`config.mk`:
```
export PLATFORM = sky130hd
export DESIGN_NAME = dir_sticky_home
export DESIGN_NICKNAME = d
export VERILOG_FILES = /design/src/rtl/dir_pkg.sv /design/src/rtl/dir_req_fifo.sv /design/src/rtl/dir_table.sv /design/src/rtl/dir_ctrl.sv /design/src/rtl/dir_sticky_home.sv
export SDC_FILE = /design/constraint.sdc
export NUM_CORES = 1
export LEC_CHECK = 0
export CORE_MARGIN = 2
export CORE_UTILIZATION = 65
export DETAILED_ROUTE_END_ITERATION = 10
export DONT_BUFFER_PORTS = 1
export PLACE_DENSITY = 0.78
export SLEW_MARGIN = 20
export SYNTH_ARGS = -nofsm -noshare
export SYNTH_HDL_FRONTEND = slang
export SYNTH_SLANG_ARGS = --single-unit
```
`constraint.sdc`:
```
create_clock -name clk -period 6.48 [get_ports clk]
set_clock_uncertainty 0.05 [all_clocks]
set_input_delay 0.324 -clock clk [delete_from_list [all_inputs] [get_ports clk]]
set_output_delay 0.324 -clock clk [all_outputs]
set_load 0.02 [all_outputs]
```
`src/rtl/dir_pkg.sv`:
```
package dir_pkg;
    typedef enum logic [2:0] {
        RQ_GETS = 3'd0,
        RQ_GETX = 3'd1,
        RQ_PUTX = 3'd2,
        RQ_WBTX = 3'd3,
        RQ_WBSH = 3'd4
    } req_op_e;

    typedef enum logic [1:0] {
        RS_NONE  = 2'd0,
        RS_CLEAN = 2'd1,
        RS_ACK   = 2'd2,
        RS_NACK  = 2'd3
    } rsp_op_e;

    typedef enum logic [2:0] {
        OM_FWDS  = 3'd0,
        OM_FWDX  = 3'd1,
        OM_INV   = 3'd2,
        OM_DATA  = 3'd3,
        OM_WBACK = 3'd4
    } out_op_e;
endpackage

```
`src/rtl/dir_req_fifo.sv`:
```
// dir_req_fifo: in-order request queue.
// Assumes DEPTH is a power of two; push is ignored when full.
module dir_req_fifo #(
    parameter int W     = 8,
    parameter int DEPTH = 4
) (
    input  logic         clk,
    input  logic         rst_n,
    input  logic         push,
    input  logic [W-1:0] din,
    output logic         full,
    input  logic         pop,
    output logic [W-1:0] dout,
    output logic         empty
);
    localparam int AW = $clog2(DEPTH);

    logic [W-1:0] mem_q [DEPTH];
    logic [AW-1:0] wp_q, rp_q;
    logic [AW:0]   cnt_q;
    logic do_push, do_pop;

    assign full    = (cnt_q == (AW+1)'(DEPTH));
    assign empty   = (cnt_q == '0);
    assign do_push = push && !full;
    assign do_pop  = pop && !empty;
    assign dout    = mem_q[rp_q];

    // Pointer and occupancy update.
    always_ff @(posedge clk) begin
        if (!rst_n) begin
            wp_q  <= '0;
            rp_q  <= '0;
            cnt_q <= '0;
        end else begin
            if (do_push) wp_q <= wp_q + 1'b1;
            if (do_pop)  rp_q <= rp_q + 1'b1;
            if (do_push && !do_pop)      cnt_q <= cnt_q + 1'b1;
            else if (!do_push && do_pop) cnt_q <= cnt_q - 1'b1;
        end
    end

    // Entry storage.
    always_ff @(posedge clk) begin
        if (do_push) mem_q[wp_q] <= din;
    end
endmodule

```
`src/rtl/dir_table.sv`:
```
// dir_table: per-block ownership record and backing data.
// One index serves both the read and the write port; reads are combinational.
module dir_table #(
    parameter int NCORES = 4,
    parameter int NBLK   = 8,
    parameter int DW     = 32,
    parameter int CW     = 2,
    parameter int BW     = 3
) (
    input  logic              clk,
    input  logic              rst_n,
    input  logic [BW-1:0]     blk,
    output logic              rd_own_vld,
    output logic [CW-1:0]     rd_owner,
    output logic [NCORES-1:0] rd_sharers,
    output logic              rd_sticky,
    output logic [DW-1:0]     rd_data,
    input  logic              ent_we,
    input  logic              ent_own_vld,
    input  logic [CW-1:0]     ent_owner,
    input  logic [NCORES-1:0] ent_sharers,
    input  logic              ent_sticky,
    input  logic              mem_we,
    input  logic [DW-1:0]     mem_wdata
);
    logic              own_vld_q [NBLK];
    logic [CW-1:0]     owner_q   [NBLK];
    logic [NCORES-1:0] sharers_q [NBLK];
    logic              sticky_q  [NBLK];
    logic [DW-1:0]     data_q    [NBLK];

    assign rd_own_vld = own_vld_q[blk];
    assign rd_owner   = owner_q[blk];
    assign rd_sharers = sharers_q[blk];
    assign rd_sticky  = sticky_q[blk];
    assign rd_data    = data_q[blk];

    // Record and data update; everything is cleared by reset.
    always_ff @(posedge clk) begin
        if (!rst_n) begin
            for (int b = 0; b < NBLK; b++) begin
                own_vld_q[b] <= 1'b0;
                owner_q[b]   <= '0;
                sharers_q[b] <= '0;
                sticky_q[b]  <= 1'b0;
                data_q[b]    <= '0;
            end
        end else begin
            if (ent_we) begin
                own_vld_q[blk] <= ent_own_vld;
                owner_q[blk]   <= ent_owner;
                sharers_q[blk] <= ent_sharers;
                sticky_q[blk]  <= ent_sticky;
            end
            if (mem_we) data_q[blk] <= mem_wdata;
        end
    end
endmodule

```
`src/rtl/dir_ctrl.sv`:
```
// dir_ctrl: serves one coherence transaction at a time.
// Assumes final ACK/NACK comes from the requester after its last INV,
// and CLEAN comes only from the recorded sticky owner.
module dir_ctrl
    import dir_pkg::*;
#(
    parameter int NCORES = 4,
    parameter int DW     = 32,
    parameter int CW     = 2,
    parameter int BW     = 3
) (
    input  logic              clk,
    input  logic              rst_n,
    input  logic              q_empty,
    output logic              q_pop,
    input  logic [2:0]        hd_type,
    input  logic [CW-1:0]     hd_src,
    input  logic [BW-1:0]     hd_blk,
    input  logic [DW-1:0]     hd_data,
    input  logic              rsp_valid,
    input  logic [1:0]        rsp_type,
    input  logic [CW-1:0]     rsp_src,
    input  logic [BW-1:0]     rsp_blk,
    output logic [BW-1:0]     tb_blk,
    input  logic              rd_own_vld,
    input  logic [CW-1:0]     rd_owner,
    input  logic [NCORES-1:0] rd_sharers,
    input  logic              rd_sticky,
    input  logic [DW-1:0]     rd_data,
    output logic              ent_we,
    output logic              ent_own_vld,
    output logic [CW-1:0]     ent_owner,
    output logic [NCORES-1:0] ent_sharers,
    output logic              ent_sticky,
    output logic              mem_we,
    output logic [DW-1:0]     mem_wdata,
    output logic              busy,
    output logic              out_valid,
    output logic [2:0]        out_type,
    output logic [CW-1:0]     out_dst,
    output logic [CW-1:0]     out_src,
    output logic [BW-1:0]     out_blk,
    output logic [DW-1:0]     out_data
);
    typedef enum logic [1:0] {C_IDLE, C_INV, C_WAIT} cst_e;

    function automatic logic [NCORES-1:0] bit_of(input logic [CW-1:0] idx);
        return NCORES'(1) << idx;
    endfunction

    cst_e              cst_q, cst_d;
    logic              getx_q, getx_d, fwd_q, fwd_d, clean_q, clean_d, due_q, due_d;
    logic [CW-1:0]     treq_q, treq_d;
    logic [BW-1:0]     tblk_q, tblk_d;
    logic [NCORES-1:0] inv_q, inv_d;
    logic [CW-1:0]     inv_idx;
    logic              o_vld_d;
    logic [2:0]        o_type_d;
    logic [CW-1:0]     o_dst_d, o_src_d;
    logic [BW-1:0]     o_blk_d;
    logic [DW-1:0]     o_data_d;
    logic              clean_hit, fin, is_fwd, excl;

    assign busy     = (cst_q != C_IDLE);
    assign tb_blk   = busy ? tblk_q : hd_blk;
    assign mem_wdata = hd_data;

    // Lowest pending invalidation target.
    always_comb begin
        inv_idx = '0;
        for (int c = NCORES-1; c >= 0; c--) begin
            if (inv_q[c]) inv_idx = CW'(c);
        end
    end

    // Response qualification against the open transaction.
    always_comb begin
        clean_hit = busy && rsp_valid && (rsp_op_e'(rsp_type) == RS_CLEAN) && (rsp_blk == tblk_q)
                    && fwd_q && rd_sticky && (rsp_src == rd_owner);
        fin = (cst_q == C_WAIT) && rsp_valid && (rsp_blk == tblk_q) && (rsp_src == treq_q)
              && ((rsp_op_e'(rsp_type) == RS_ACK) || (rsp_op_e'(rsp_type) == RS_NACK));
        is_fwd = rd_own_vld && (rd_owner != hd_src);
        excl = clean_q || (!rd_own_vld && (rd_sharers == '0)) || (rd_own_vld && rd_owner == treq_q);
    end

    // Next-state, table update and outgoing message selection.
    always_comb begin
        q_pop = 1'b0;
        ent_we = 1'b0;
        ent_own_vld = rd_own_vld;
        ent_owner = rd_owner;
        ent_sharers = rd_sharers;
        ent_sticky = rd_sticky;
        mem_we = 1'b0;
        o_vld_d = 1'b0;
        o_type_d = OM_DATA;
        o_dst_d = '0;
        o_src_d = '0;
        o_blk_d = tb_blk;
        o_data_d = '0;
        cst_d = cst_q;
        getx_d = getx_q;
        fwd_d = fwd_q;
        clean_d = clean_q;
        due_d = due_q;
        treq_d = treq_q;
        tblk_d = tblk_q;
        inv_d = inv_q;
        if (cst_q == C_IDLE) begin
            if (!q_empty) begin
                q_pop = 1'b1;
                case (req_op_e'(hd_type))
                    RQ_PUTX: begin
                        o_vld_d = 1'b1;
                        o_type_d = OM_WBACK;
                        o_dst_d = hd_src;
                        o_src_d = hd_src;
                    end
                    RQ_WBTX: begin
                        mem_we = 1'b1;
                        if (rd_own_vld && rd_owner == hd_src) begin
                            ent_we = 1'b1;
                            ent_sticky = 1'b1;
                        end
                    end
                    RQ_WBSH: begin
                        mem_we = 1'b1;
                        if (rd_own_vld && rd_owner == hd_src) begin
                            ent_we = 1'b1;
                            ent_own_vld = 1'b0;
                            ent_sticky = 1'b0;
                            ent_sharers = rd_sharers | bit_of(hd_src);
                        end
                    end
                    RQ_GETS, RQ_GETX: begin
                        o_vld_d = 1'b1;
                        o_src_d = hd_src;
                        if (is_fwd) begin
                            o_type_d = (req_op_e'(hd_type) == RQ_GETX) ? OM_FWDX : OM_FWDS;
                            o_dst_d = rd_owner;
                        end else begin
                            o_type_d = OM_DATA;
                            o_dst_d = hd_src;
                            o_data_d = rd_data;
                        end
                        getx_d = (req_op_e'(hd_type) == RQ_GETX);
                        fwd_d = is_fwd;
                        clean_d = 1'b0;
                        due_d = 1'b0;
                        treq_d = hd_src;
                        tblk_d = hd_blk;
                        inv_d = getx_d ? (rd_sharers & ~bit_of(hd_src) &
                                          ~(is_fwd ? bit_of(rd_owner) : '0)) : '0;
                        cst_d = (inv_d != '0) ? C_INV : C_WAIT;
                    end
                    default: ;
                endcase
            end
        end else begin
            if (due_q) begin
                o_vld_d = 1'b1;
                o_type_d = OM_DATA;
                o_dst_d = treq_q;
                o_src_d = treq_q;
                o_data_d = rd_data;
                due_d = 1'b0;
            end else if (cst_q == C_INV) begin
                o_vld_d = 1'b1;
                o_type_d = OM_INV;
                o_dst_d = inv_idx;
                o_src_d = treq_q;
                inv_d = inv_q & ~bit_of(inv_idx);
                if (inv_d == '0) cst_d = C_WAIT;
            end
            if (clean_hit) begin
                due_d = 1'b1;
                clean_d = 1'b1;
            end
            if (fin) begin
                cst_d = C_IDLE;
                due_d = 1'b0;
                if (rsp_op_e'(rsp_type) == RS_ACK) begin
                    ent_we = 1'b1;
                    if (getx_q || excl) begin
                        ent_own_vld = 1'b1;
                        ent_owner = treq_q;
                        ent_sharers = '0;
                        ent_sticky = 1'b0;
                    end else begin
                        ent_sharers = rd_sharers | bit_of(treq_q);
                    end
                end
            end
        end
    end

    // Transaction and output registers.
    always_ff @(posedge clk) begin
        if (!rst_n) begin
            cst_q <= C_IDLE;
            getx_q <= 1'b0;
            fwd_q <= 1'b0;
            clean_q <= 1'b0;
            due_q <= 1'b0;
            treq_q <= '0;
            tblk_q <= '0;
            inv_q <= '0;
            out_valid <= 1'b0;
            out_type <= '0;
            out_dst <= '0;
            out_src <= '0;
            out_blk <= '0;
            out_data <= '0;
        end else begin
            cst_q <= cst_d;
            getx_q <= getx_d;
            fwd_q <= fwd_d;
            clean_q <= clean_d;
            due_q <= due_d;
            treq_q <= treq_d;
            tblk_q <= tblk_d;
            inv_q <= inv_d;
            out_valid <= o_vld_d;
            out_type <= o_type_d;
            out_dst <= o_dst_d;
            out_src <= o_src_d;
            out_blk <= o_blk_d;
            out_data <= o_data_d;
        end
    end
endmodule

```
`src/rtl/dir_sticky_home.sv`:
```
// dir_sticky_home: home directory top. Requests are queued in arrival
// order; responses bypass the queue and go straight to the controller.
module dir_sticky_home #(
    parameter int NCORES = 4,
    parameter int NBLK   = 8,
    parameter int DW     = 32,
    parameter int QDEPTH = 4,
    localparam int CW    = $clog2(NCORES),
    localparam int BW    = $clog2(NBLK)
) (
    input  logic          clk,
    input  logic          rst_n,
    input  logic          req_valid,
    output logic          req_ready,
    input  logic [2:0]    req_type,
    input  logic [CW-1:0] req_src,
    input  logic [BW-1:0] req_blk,
    input  logic [DW-1:0] req_data,
    input  logic          rsp_valid,
    input  logic [1:0]    rsp_type,
    input  logic [CW-1:0] rsp_src,
    input  logic [BW-1:0] rsp_blk,
    output logic          out_valid,
    output logic [2:0]    out_type,
    output logic [CW-1:0] out_dst,
    output logic [CW-1:0] out_src,
    output logic [BW-1:0] out_blk,
    output logic [DW-1:0] out_data
);
    localparam int QW = 3 + CW + BW + DW;

    logic              q_full, q_empty, q_pop;
    logic [QW-1:0]     q_dout;
    logic [2:0]        hd_type;
    logic [CW-1:0]     hd_src;
    logic [BW-1:0]     hd_blk;
    logic [DW-1:0]     hd_data;
    logic [BW-1:0]     tb_blk;
    logic              rd_own_vld, rd_sticky, ent_we, ent_own_vld, ent_sticky, mem_we;
    logic [CW-1:0]     rd_owner, ent_owner;
    logic [NCORES-1:0] rd_sharers, ent_sharers;
    logic [DW-1:0]     rd_data, mem_wdata;
    logic              ctrl_busy, tbl_we;

    assign req_ready = !q_full;
    assign {hd_type, hd_src, hd_blk, hd_data} = q_dout;
    assign tbl_we = ent_we;

    dir_req_fifo #(.W(QW), .DEPTH(QDEPTH)) u_fifo (
        .clk(clk), .rst_n(rst_n),
        .push(req_valid), .din({req_type, req_src, req_blk, req_data}),
        .full(q_full), .pop(q_pop), .dout(q_dout), .empty(q_empty)
    );

    dir_table #(.NCORES(NCORES), .NBLK(NBLK), .DW(DW), .CW(CW), .BW(BW)) u_tbl (
        .clk(clk), .rst_n(rst_n), .blk(tb_blk),
        .rd_own_vld(rd_own_vld), .rd_owner(rd_owner), .rd_sharers(rd_sharers),
        .rd_sticky(rd_sticky), .rd_data(rd_data),
        .ent_we(ent_we), .ent_own_vld(ent_own_vld), .ent_owner(ent_owner),
        .ent_sharers(ent_sharers), .ent_sticky(ent_sticky),
        .mem_we(mem_we), .mem_wdata(mem_wdata)
    );

    dir_ctrl #(.NCORES(NCORES), .DW(DW), .CW(CW), .BW(BW)) u_ctrl (
        .clk(clk), .rst_n(rst_n),
        .q_empty(q_empty), .q_pop(q_pop),
        .hd_type(hd_type), .hd_src(hd_src), .hd_blk(hd_blk), .hd_data(hd_data),
        .rsp_valid(rsp_valid), .rsp_type(rsp_type), .rsp_src(rsp_src), .rsp_blk(rsp_blk),
        .tb_blk(tb_blk),
        .rd_own_vld(rd_own_vld), .rd_owner(rd_owner), .rd_sharers(rd_sharers),
        .rd_sticky(rd_sticky), .rd_data(rd_data),
        .ent_we(ent_we), .ent_own_vld(ent_own_vld), .ent_owner(ent_owner),
        .ent_sharers(ent_sharers), .ent_sticky(ent_sticky),
        .mem_we(mem_we), .mem_wdata(mem_wdata),
        .busy(ctrl_busy),
        .out_valid(out_valid), .out_type(out_type), .out_dst(out_dst),
        .out_src(out_src), .out_blk(out_blk), .out_data(out_data)
    );
endmodule

```
==> flow_metrics.py <==
metrics = {
    "status": {
        "status": "completed",
    },
    "detailed_routing": {
        "first_pass_iters": 6,
        "wl_um": 57100,
        "drc": 0,
        "drt_iter0_drc": 2272,
        "vias": 14900,
        "routed_via_density": 6.64,
        "wl_per_cell_um": 25.5,
        "postRouteAntennaNets": 0,
    },
    "critical_path": {
        "worstRegToRegCells": 9,
        "worstReg2RegEnd": "u_tbl.sharers_q[2][1]",
        "required_ns": 6.71,
        "cp-start-kind": "flop",
        "crit_fanout": 41,
        "end_kind": "flop",
        "arrival_ns": 5.14,
        "crit_type": "reg -> reg",
        "ff2ff_setup_slack_ns": 1.58,
    },
    "clock_tree": {
        "cts_buffers": 53,
        "cts_max_level": 2,
        "cts_tree": "yes",
        "clock_latency_ns": 0.61,
        "cts_sinks": 547,
        "cts_root_buf": "clkbuf_16",
        "cts.path.max_buffers": 3,
        "clk_pin_slew_worst_paths_ns": 0.06,
    },
    "yosys": {
        "synth.yosys.seq_area_share": 0.691,
        "synthAdderAreaFrac": 0.00410,
        "ys_ff_latch": 547,
        "synth_top_family_by_area": "simple AND/OR/NAND/NOR gates",
        "synthMuxAreaShare": 0.0531,
        "synth_nets": 1775,
        "syn_inst": 1718,
        "netlist_area_um2": 22600,
        "synthArstFlopShare": 0,
        "synthSimpleGateAreaFrac": 0.112,
        "yosys_most_used_dff": "edfxtp_1",
        "synth.avg_cell_area_um2": 13.1,
        "synth_compound_area_frac": 0.111,
        "synth-xor-area-share": 0.00505,
        "synth_edf_count": 464,
        "synth_cell_type_count": 88,
        "yosysWarnings": 0,
    },
    "finish": {
        "area_growth_pct": 11.9,
        "drive_gt1_frac": 0.127,
        "fin_area_um2": 25300,
        "final_nets": 1795,
        "fillers": 2208,
    },
    "floorplan": {
        "die_x_um": 190,
        "initial_utilization": 0.657,
        "core-area_um2": 34400,
        "die_area_um2": 36200,
        "fp-row-count": 68,
        "pin_count": 95,
        "die_height_um": 190,
    },
    "timing": {
        "setup_tns_ns": 0,
        "final_max_slew_viol_count": 0,
        "rsz0062_at_grt": "no",
        "tightestPinTransition_ns": 1.16,
        "hold_viol": 0,
        "max_slew_margin": 0.219,
        "post-route-period-util": 0.757,
        "setup_violations": 0,
        "fin_crit_ns": 4.90,
        "fin_ws_ns": 1.58,
        "fmax_mhz": 204,
    },
    "power_and_ir_drop": {
        "p_per_area_nw_per_um2": 455,
        "p_comb_frac": 0.331,
        "switching_power_w": 0.00429,
        "power_frac_clock": 0.282,
        "p_seq_frac": 0.386,
        "p_total_w": 0.0115,
        "peakVddDrop_mv": 0.371,
        "p_leak_nw": 8.67,
        "switching_share": 0.373,
        "p_int_w": 0.00720,
    },
    "global_route": {
        "antenna_found_initial": 1,
        "grtUsageTotal": 0.323,
        "grt_first_pass_wirelength_um": 86700,
        "grt_max_degree": 53,
        "first_global_vias": 14500,
        "overflow": 0,
    },
    "job": {
        "maxCapViolCount": 0,
    },
    "worst_hold_path": {
        "min_from": "rst_n",
        "hold_class": "in -> reg",
        "hold_depth": 1,
        "min_to": "u_tbl.sharers_q[3][2]",
    },
    "placement": {
        "dpl.hpwl_um": 33800,
        "placed_cell_area_um2": 22900,
        "numPortBuffers": 0,
        "routabilityCongestion": 0.920,
        "post-place-ws_ns": 1.67,
    },
}
[placed cells by master, fill, tap and decap left out, types with 5 or more instances in the layout]
| cell | Yosys | final |
|---|---|---|
| xnor2_1 | 11 | 11 |
| clkbuf_16 | 0 | 54 |
| nor3_1 | 18 | 18 |
| o22ai_1 | 60 | 60 |
| a22oi_1 | 5 | 5 |
| a2111oi_2 | 19 | 19 |
| and2_1 | 17 | 17 |
| o22a_1 | 26 | 26 |
| dlygate4sd3_1 | 0 | 46 |
| a21boi_0 | 12 | 12 |
| mux4_2 | 5 | 5 |
| nor2b_1 | 6 | 6 |
| o21ai_1 | 50 | 46 |
| bufinv_16 | 0 | 9 |
| nor2_1 | 357 | 357 |
| nand2_1 | 146 | 145 |
| o21ai_0 | 13 | 13 |
| mux2i_1 | 62 | 62 |
| nand3_1 | 31 | 30 |
| mux2_2 | 35 | 35 |
| edfxtp_1 | 464 | 464 |
| clkinv_2 | 0 | 11 |
| a31oi_1 | 7 | 7 |
| o211ai_1 | 15 | 15 |
| clkbuf_1 | 76 | 12 |
| o221ai_1 | 23 | 23 |
| buf_4 | 5 | 28 |
| ha_1 | 5 | 5 |
| clkinv_1 | 1 | 6 |
| dfxtp_1 | 83 | 81 |
| a21oi_1 | 14 | 14 |
| inv_1 | 12 | 12 |
[per-stage QoR]
stage | cells | util | hold slack (ns)
after floorplan | 1718 | - | 0.369
after global placement | 2090 | 0.666 | 0.373
after detailed placement | 2090 | 0.666 | 0.373
after CTS | 2236 | 0.734 | 0.0139
after global routing | 2238 | 0.735 | 0.0440
final | 2238 | 0.735 | 0.0298
[flip-flops by register name, summed over array words and instances (netlist names), 3 cells and up, named ones only]
name / count
u_tbl.data_q: 256
u_fifo.mem_q: 160
u_ctrl.out_data: 32
u_tbl.sharers_q: 32
u_tbl.owner_q: 16
u_tbl.own_vld_q: 8
u_tbl.sticky_q: 8
u_ctrl.inv_q: 4
u_ctrl.out_blk: 3
u_ctrl.out_type: 3
u_ctrl.tblk_q: 3
u_fifo.cnt_q: 3
[cells in the mapped netlist (5+ instances only)]
master,count,area (um2)
o211ai_1,15,113
a31oi_1,7,43.8
buf_2,15,75.1
ha_1,5,62.6
o22ai_1,60,375
buf_4,5,37.5
mux4_2,5,113
inv_1,12,45.0
mux2i_1,62,621
buf_6,6,67.6
dfxtp_1,83,1660
a21oi_1,14,70.1
o21ai_0,13,65.1
a22oi_1,5,37.5
xnor2_1,11,96.3
o22a_1,26,228
o221ai_1,23,201
buf_1,9,33.8
nand2_1,146,548
edfxtp_1,464,13900
nor3_1,18,90.1
o21ai_1,50,250
a21boi_0,12,90.1
and2_1,17,106
nor2b_1,6,37.5
mux2_2,35,394
a2111oi_2,19,285
clkbuf_1,76,285
and3_1,6,37.5
nand3_1,31,155
nor2_1,357,1340
[critical path: stages (launching register included)]
cell      delay [ns]
dfxtp_4         0.76
mux2i_1         0.51
o22ai_2         0.29
o21ai_4         0.57
buf_4           0.44
o22ai_1         0.21
nor3_1          0.30
o2111a_1        0.68
a31oi_2         0.39
nand2_1         0.35
[cell type report]
class	count	area (um2)	area share
Antenna cell	1	2.50	0.0000991
Clock buffer	68	1420	0.0564
Clock inverter	31	414	0.0164
Inverter	13	48.8	0.00193
Multi-Input combinational cell	1047	6480	0.257
Sequential cell	547	15600	0.618
Tap cell	455	569	0.0225
Timing Repair Buffer	76	711	0.0281
[worst max-delay path by stage]
stage	end	slack, ns	depth (start not counted)
finish	u_tbl.sharers_q[2][1]	1.58	9
global placement	u_tbl.owner_q[2][0]	1.92	9
CTS	u_tbl.sharers_q[5][3]	1.62	9
floorplan	u_tbl.data_q[7][0]	2.77	10
global route	u_tbl.owner_q[2][1]	1.29	9
detailed placement	u_tbl.sharers_q[5][1]	1.67	9
[power groups by stage]
| stage | registers [W] | clock network, W | logic [W] |
|---|---|---|---|
| finish | 0.00444 | 0.00324 | 0.00381 |
| global route | 0.00447 | 0.00340 | 0.00402 |
| CTS | 0.00444 | 0.00325 | 0.00368 |
| detailed placement | 0.00451 | 0 | 0.00362 |
| global placement | 0.00449 | 0 | 0.00355 |
| floorplan | 0.00438 | 0 | 0.00260 |
[cells by family (layout without fill, tap and decap cells)]
| kind of cell | after synthesis | after routing |
|---|---|---|
| AND/OR/NAND/NOR | 609 | 609 |
| flip-flops | 547 | 547 |
| AO/OA/AOI/OAI | 311 | 311 |
| buffers and inverters | 124 | 188 |
| multiplexers | 107 | 107 |
| XOR/XNOR | 13 | 13 |
| adder cells (fa/ha/maj) | 7 | 7 |
| other | 0 | 1 |
[metal layers]
| layer | GRT usage | wire length, um | vias to the layer above |
|---|---|---|---|
| met5 | 0 | 0 | - |
| met4 | 0.121 | 1970 | 0 |
| met3 | 0.0852 | 6960 | 153 |
| met2 | 0.507 | 27000 | 984 |
| met1 | 0.439 | 21200 | 7294 |
| li1 | - | - | 6419 |
[repair_timing]
action	4_1_cts	5_1_grt
hold buffers	47	0
buffers inserted	0	0
resized for setup	0	0
hold endpoints to repair	214	0
setup endpoints to repair	0	0
(Power assumes the default switching activity.)
